<file path="src/rtl/gf_pkg.sv">
package gf_pkg;

   // Encoded sample-rate select; the reserved code falls back to the slowest rate.
   typedef enum logic [1:0] {
      RATE_FAST = 2'b00,
      RATE_MID  = 2'b01,
      RATE_SLOW = 2'b10,
      RATE_RSVD = 2'b11
   } rate_sel_e;

   // Number of doublings of the fastest divider selected by a rate code.
   function automatic int unsigned rate_shift(input logic [1:0] sel);
      case (sel)
         RATE_FAST: return 0;
         RATE_MID:  return 1;
         default:   return 2;
      endcase
   endfunction

endpackage

</file>
<file path="src/rtl/gf_strobe_gen.sv">
module gf_strobe_gen
   import gf_pkg::*;
#(
   parameter int unsigned FAST_DIV_LOG2 = 1
) (
   input  logic       clk,
   input  logic       rst_n,
   input  logic [1:0] rate_sel,
   output logic       stb
);

   localparam int unsigned CNT_W = FAST_DIV_LOG2 + 2;

   logic [CNT_W-1:0] cnt_q;
   logic [CNT_W-1:0] last_q;

   function automatic logic [CNT_W-1:0] last_count(input logic [1:0] sel);
      return CNT_W'((1 << (FAST_DIV_LOG2 + rate_shift(sel))) - 1);
   endfunction

   // The terminal count is reloaded only at a period boundary, so a select
   // change never shortens or stretches the period in progress.
   always_ff @(posedge clk or negedge rst_n) begin
      if (!rst_n) begin
         cnt_q  <= '0;
         last_q <= last_count(RATE_FAST);
      end else if (cnt_q == last_q) begin
         cnt_q  <= '0;
         last_q <= last_count(rate_sel);
      end else begin
         cnt_q  <= cnt_q + 1'b1;
      end
   end

   assign stb = (cnt_q == last_q);

endmodule

</file>
<file path="src/rtl/gf_sync.sv">
module gf_sync #(
   parameter int unsigned STAGES = 2
) (
   input  logic clk,
   input  logic rst_n,
   input  logic d,
   output logic q
);

   logic [STAGES-1:0] chain_q;

   always_ff @(posedge clk or negedge rst_n) begin
      if (!rst_n) chain_q <= '0;
      else        chain_q <= {chain_q[STAGES-2:0], d};
   end

   assign q = chain_q[STAGES-1];

endmodule

</file>
<file path="src/rtl/gf_vote_filter.sv">
module gf_vote_filter #(
   parameter int unsigned AGREE_N = 3
) (
   input  logic clk,
   input  logic rst_n,
   input  logic stb,
   input  logic d,
   output logic q
);

   logic [AGREE_N-2:0] hist_q;
   logic [AGREE_N-1:0] window;
   logic               q_r;

   // Window = the samples already held plus the one taken at this strobe.
   assign window = {hist_q, d};

   always_ff @(posedge clk or negedge rst_n) begin
      if (!rst_n) begin
         hist_q <= '0;
         q_r    <= 1'b0;
      end else if (stb) begin
         hist_q <= window[AGREE_N-2:0];
         if (&window)       q_r <= 1'b1;
         else if (~|window) q_r <= 1'b0;
      end
   end

   assign q = q_r;

endmodule

</file>
<file path="src/rtl/gf_input_filter.sv">
module gf_input_filter #(
   parameter int unsigned NUM_CH        = 3,
   parameter int unsigned SYNC_STAGES   = 2,
   parameter int unsigned AGREE_N       = 3,
   parameter int unsigned FAST_DIV_LOG2 = 1
) (
   input  logic              clk,
   input  logic              rst_n,
   input  logic [1:0]        rate_sel,
   input  logic [NUM_CH-1:0] din,
   output logic [NUM_CH-1:0] dout,
   output logic              sample_stb
);

   if (NUM_CH < 1) begin : g_bad_ch
      $error("gf_input_filter: NUM_CH must be at least 1");
   end
   if (SYNC_STAGES < 2) begin : g_bad_sync
      $error("gf_input_filter: SYNC_STAGES must be at least 2");
   end
   if (AGREE_N < 2) begin : g_bad_agree
      $error("gf_input_filter: AGREE_N must be at least 2");
   end
   if (FAST_DIV_LOG2 < 1) begin : g_bad_div
      $error("gf_input_filter: FAST_DIV_LOG2 must be at least 1");
   end

   logic              stb;
   logic [NUM_CH-1:0] synced;

   gf_strobe_gen #(
      .FAST_DIV_LOG2(FAST_DIV_LOG2)
   ) u_stb (
      .clk      (clk),
      .rst_n    (rst_n),
      .rate_sel (rate_sel),
      .stb      (stb)
   );

   for (genvar ch = 0; ch < NUM_CH; ch++) begin : g_ch
      gf_sync #(
         .STAGES(SYNC_STAGES)
      ) u_sync (
         .clk   (clk),
         .rst_n (rst_n),
         .d     (din[ch]),
         .q     (synced[ch])
      );

      gf_vote_filter #(
         .AGREE_N(AGREE_N)
      ) u_filt (
         .clk   (clk),
         .rst_n (rst_n),
         .stb   (stb),
         .d     (synced[ch]),
         .q     (dout[ch])
      );
   end

   assign sample_stb = stb;

endmodule

</file>
<file path="config.mk">
export PLATFORM = sky130hd
export DESIGN_NAME = gf_input_filter
export DESIGN_NICKNAME = d
export VERILOG_FILES = /design/src/rtl/gf_pkg.sv /design/src/rtl/gf_strobe_gen.sv /design/src/rtl/gf_sync.sv /design/src/rtl/gf_vote_filter.sv /design/src/rtl/gf_input_filter.sv
export SDC_FILE = /design/constraint.sdc
export NUM_CORES = 1
export LEC_CHECK = 0
export BUFFER_PORTS_ARGS = -buffer_cell sky130_fd_sc_hd__buf_2
export CORE_MARGIN = 1
export CORE_UTILIZATION = 49
export DETAILED_ROUTE_END_ITERATION = 8
export HOLD_SLACK_MARGIN = 0.12
export PLACE_DENSITY = 0.71
export RECOVER_POWER = 100
export SLEW_MARGIN = 20
export SYNTH_ARGS = -nofsm -noshare
export SYNTH_HDL_FRONTEND = slang
export SYNTH_SLANG_ARGS = --single-unit
</file>
<file path="constraint.sdc">
create_clock -name clk -period 1.4 [get_ports clk]
set_clock_uncertainty 0.1 [all_clocks]
set_input_delay 0 -clock clk [delete_from_list [all_inputs] [get_ports clk]]
set_output_delay 0 -clock clk [all_outputs]
set_load 0.05 [all_outputs]
</file>
# Yosys cells after proc, flatten, opt, wreduce, memory -nomap -nowiden
# Cells that the tools add are included.
# W data, S select, Z words.
# word_totals
register_bits	21
in_bits	7
output_inout_bits	4
wordCells	39
# op_classes
add_sub_neg	3
eq_ne	5
n_shift	1
mux	9
reduce_logical	10
# ops
cell	n
$add A1 B32 Y32 const A	1
$mux W32	1
$shl A1 B32 Y3 const A	1
$reduce_and A3 Y1	3
$reduce_or A3 Y1	3
$mux W1	6
$ne A2 B1 Y1 const B	3
$reduce_and A2 Y1	3
$pmux W2 S2	1
$add A3 B1 Y3 const B	1
$eq A3 B3 Y1	1
$mux W3	1
$sub A3 B2 Y3 const B	1
$eq A2 B1 Y1 const B	1
$logic_not A2 Y1	1

# Logic depth before layout (Yosys ltp)
# logic_depth
word_depth	6
mapped_depth	4

# Modules after synthesis
# A second synthesis with hierarchy kept.
# unflattened
hier_cells	53
area_unflattened_um2	818.3
# by_module_without_submodules
module	instances	cells_per_inst	area_per_inst_um2
gf_vote_filter	3	9	132.6
gf_strobe_gen	1	20	270.3
gf_sync	3	2	50.0

# Worst setup path before layout
# No wires, ideal clock.
# synth_path
kind	register to register
startpoint	reg u_stb.last_q[0]
endpoint	reg g_ch[0].u_filt.hist_q[1]
setup_time_ns	0.125
arrival_ns	1.442
required_ns	1.175
slack_ns	-0.267
stages_incl_launch_ff	5
path_buffers	1
synth_period_minus_slack_ns	1.667
path_cell_list	dfstp_2 -> xor2_2 -> nor3_4 -> buf_6 -> mux2_4
# synth_via
elab_chain_cells	1
# synth_lines
item	line	text
start: declaration	gf_strobe_gen.sv:15	logic [CNT_W-1:0] last_q;
start signal: assignment	gf_strobe_gen.sv:26	last_q <= last_count(RATE_FAST);
start signal: assignment	gf_strobe_gen.sv:29	last_q <= last_count(rate_sel);
$eq A3 B3 Y1	gf_strobe_gen.sv:35	assign stb = (cnt_q == last_q);
net sample_stb	gf_input_filter.sv:12	output logic sample_stb
end signal: assignment	gf_vote_filter.sv:23	hist_q <= window[AGREE_N-2:0];
end: declaration	gf_vote_filter.sv:11	logic [AGREE_N-2:0] hist_q;
# The timed path passes the listed nets, and every way through them passes these cells.
# A chain may end at the register's enable or synchronous reset.

# Worst setup path after layout
# layout_path
startpoint	reg u_stb.last_q[0]
endpoint	reg g_ch[0].u_filt.hist_q[1]
# layout_via
elab_chain_cells	1
# layout_lines
item	line
$eq A3 B3 Y1	gf_strobe_gen.sv:35
# No other way between the ends.

==> impl_metrics.yaml <==
status:
  outcome: "finished, violations left"
  violations: "setup timing"
critical_path:
  r2r_slack_ns: -0.22
  critPathCapture: "g_ch[0].u_filt.hist_q[1]"
  startpoint: "u_stb.last_q[0]"
  crit_required_ns: 1.49
  startpoint_type: "flip-flop"
  cp.arrival_ns: 1.71
  r2r-start: "u_stb.last_q[0]"
  cp-end-kind: "flip-flop"
  cp_max_fo: 4
  r2r_end: "g_ch[0].u_filt.hist_q[1]"
  worst-setup-path-type: "flip-flop to flip-flop"
  reg2reg_depth: 5
clock_tree:
  cts_buffers: 3
  clock_sinks: 21
  clockBufferDepth: 2
  cts_tree: "built"
  clk_pin_slew_ns: 0.11
  htree_num_levels: 1
  cts-root-buf: "clkbuf_4"
  insertion_delay_ns: 0.29
power_and_ir_drop:
  vdd_drop_max_mv: 1.03
  p_sw_share_pct: 34.4
  combPwrFrac_pct: 35.8
  p_clk_share_pct: 14.8
  p_leak_nw: 0.524
  seq_power_share_pct: 49.4
  p_int_mw: 1.24
  power_density_nw_per_um2: 1580
  power_switching_mw: 0.653
global_routing:
  grt_max_degree: 22
  track_usage_pct: 18.9
  grt_pass1_vias: 580
  grt_pass1_wl_mm: 2.56
  grt_remaining_overflow: 0
  antenna_found_initial: 0
timing:
  finalCriticalPeriod_ns: 1.62
  rsz0062_at_grt: "yes"
  layout_setup_ws_ns: -0.217
  setup-tns-final_ns: -2.68
  timing.final.max_slew_violations: 0
  worstMarginPinSlew_ns: 0.592
  timing.fmax_mhz: 618
  finalSetupViolations: 16
  finalHoldViolCount: 0
  period_share_pct: 116
  maxSlewHeadroom_pct: 60.7
routing:
  via_per_inst: 4.86
  drc: 0
  vias: 564
  drt_iter0_markers: 1
  drtPass1Iterations: 2
  drt_wl_total_mm: 1.58
  postRouteAntennaNets: 0
  detail_route.wl_per_cell_um: 13.6
yosys:
  avgSynthCellArea_um2: 14.6
  synth_largest_area_cell: "dfrtp_1"
  ys_warn_count: 0
  synth_cell_types: 19
  ys_seq_area_share_pct: 60.2
  yosysTopAreaCellShare_pct: 57.2
  syn_inst: 60
  synth_nets: 68
  ys_top_cells_by_area: "dfrtp_1 (57%), mux2_4 (6.9%), xor2_2 (5.6%)"
  syn_area_um2: 875
  synth_seq_cells: 21
place:
  io_buffer_count: 10
  hpwl_mm: 1.01
  place.gp.congestion: 0.796
  place_ws_ns: -0.176
floorplanning:
  core-area_um2: 1590
  die_height_um: 44.2
  start_util_pct: 54.9
  num_rows: 14
  die_w_um: 44.2
  fp.dieArea_um2: 1960
  ios: 11
layout:
  final_nets: 101
  drive_gt1_share_pct: 48.9
  fill_cells: 103
  synthToLayoutAreaGrowth_pct: 37.1
  diodes: 0
run:
  max_cap_violations: 0
min_path:
  min-delay-path-class: "input pin to flip-flop"
[synth_stat cells, drive strengths merged]
master and count:
and2b 1, buf 4, dfrtp 20, dfstp 1, ha 1, inv 1
mux2 7, mux2i 1, nand3 6, nor2 3, nor3 1, o21ai 3
o41ai 3, or2 1, or4 3, xnor2 1, xor2 3
[power groups by stage]
stage	clock network [mW]	registers [mW]	logic (mW)
after floorplan	0	0.907	0.416
after global routing	0.312	0.957	0.732
final	0.280	0.938	0.679
after detailed placement	0	0.945	0.587
after CTS	0.297	0.933	0.628
after global placement	0	0.936	0.562
[layer usage]
layer  part of all wire [%]  GRT usage [%]  vias to the layer above
li1                       -              -                      272
met1                     44           23.5                      280
met2                     53           32.4                       10
met3                    2.3           2.45                        2
met4                   0.76           9.09                        0
met5                      0              0                        -
[sequential cells by signal (all words and copies together) (netlist names)]
| signal | count |
|---|---|
| u_stb.cnt_q | 3 |
| g_ch.u_filt.hist_q | 6 |
| g_ch.u_filt.q | 3 |
| g_ch.u_sync.chain_q | 6 |
| u_stb.last_q | 3 |
[critical path, cell delays in order, from the launching register on]
cell and delay [ns]:
dfstp_2 0.60, xor2_4 0.20, nor3_4 0.06, buf_4 0.14, buf_6 0.12, mux2_4 0.30
[area by class of cell]
type / count / area (µm²) / share of cell area (%)
clock buffers: 4 / 26.3 / 2.19
repair buffers: 32 / 256 / 21.4
well taps: 24 / 30.0 / 2.51
inverters: 1 / 3.75 / 0.313
flip-flops and latches: 21 / 527 / 43.9
multi-input cells: 34 / 355 / 29.6
[placed cells by master (no fill, tap or decap)]
| master | instances |
|---|---|
| dfrtp_1 | 20 |
| buf_4 | 11 |
| mux2_4 | 7 |
| dlygate4sd3_1 | 7 |
| nand3_1 | 5 |
| buf_2 | 5 |
| buf_6 | 4 |
| o21ai_0 | 3 |
| o41ai_1 | 3 |
| clkbuf_4 | 3 |
| clkbuf_2 | 3 |
| xor2_2 | 2 |
| or4_4 | 2 |
| clkbuf_1 | 2 |
| xor2_4 | 1 |
| nor3_4 | 1 |
| xnor2_1 | 1 |
| nor2_4 | 1 |
| nand3_2 | 1 |
| inv_1 | 1 |
| nor2_1 | 1 |
| mux2i_1 | 1 |
| or4_1 | 1 |
| or2_1 | 1 |
| and2b_2 | 1 |
| nor2_2 | 1 |
| ha_1 | 1 |
| buf_8 | 1 |
| dfstp_2 | 1 |
[kinds of logic after synthesis]
group / count (synthesis) / share of synthesized area (%)
multiplexers: 8 / 11.9
adder cells (fa/ha/maj): 1 / 1.43
flip-flops: 21 / 60.2
AO/OA/AOI/OAI: 6 / 4.72
AND/OR/NAND/NOR: 15 / 10.9
XOR/XNOR: 4 / 6.58
buffers and inverters: 5 / 4.29
[worst min path at each step]
stage,depth (start not counted),slack [ns],to,startpoint
CTS,2,0.22,g_ch[0].u_sync.chain_q[0],din[0]
global placement,1,-0.13,g_ch[2].u_filt.hist_q[0],rst_n
detailed placement,1,-0.13,g_ch[2].u_filt.hist_q[0],rst_n
global route,2,0.24,g_ch[1].u_sync.chain_q[0],din[1]
floorplan,0,-0.40,g_ch[0].u_filt.hist_q[0],rst_n
finish,2,0.23,g_ch[2].u_sync.chain_q[0],din[2]
[stage by stage]
| step | hold slack [ns] | instances | utilization [%] | power, mW | cell area, µm² |
|---|---|---|---|---|---|
| finish | 0.235 | 116 | 75.2 | 1.90 | 1200 |
| detailed placement | -0.128 | 99 | 62.7 | 1.53 | 1000 |
| floorplan | -0.396 | 60 | - | 1.32 | 890 |
| CTS | 0.222 | 114 | 73.0 | 1.86 | 1160 |
| global route | 0.242 | 116 | 75.2 | 2.00 | 1200 |
| global placement | -0.133 | 99 | 62.7 | 1.50 | 1000 |
[timing repair]
action                                  in CTS  in global routing
gates cloned                                 0                  0
setup buffers                                4                  2
endpoints found under the setup margin      16                 16
hold buffers                                 7                  0
resized for setup                           11                  5
pin swaps                                    4                  1
hold endpoints to repair                    26                  0
Power figures use the tool's default switching activity.
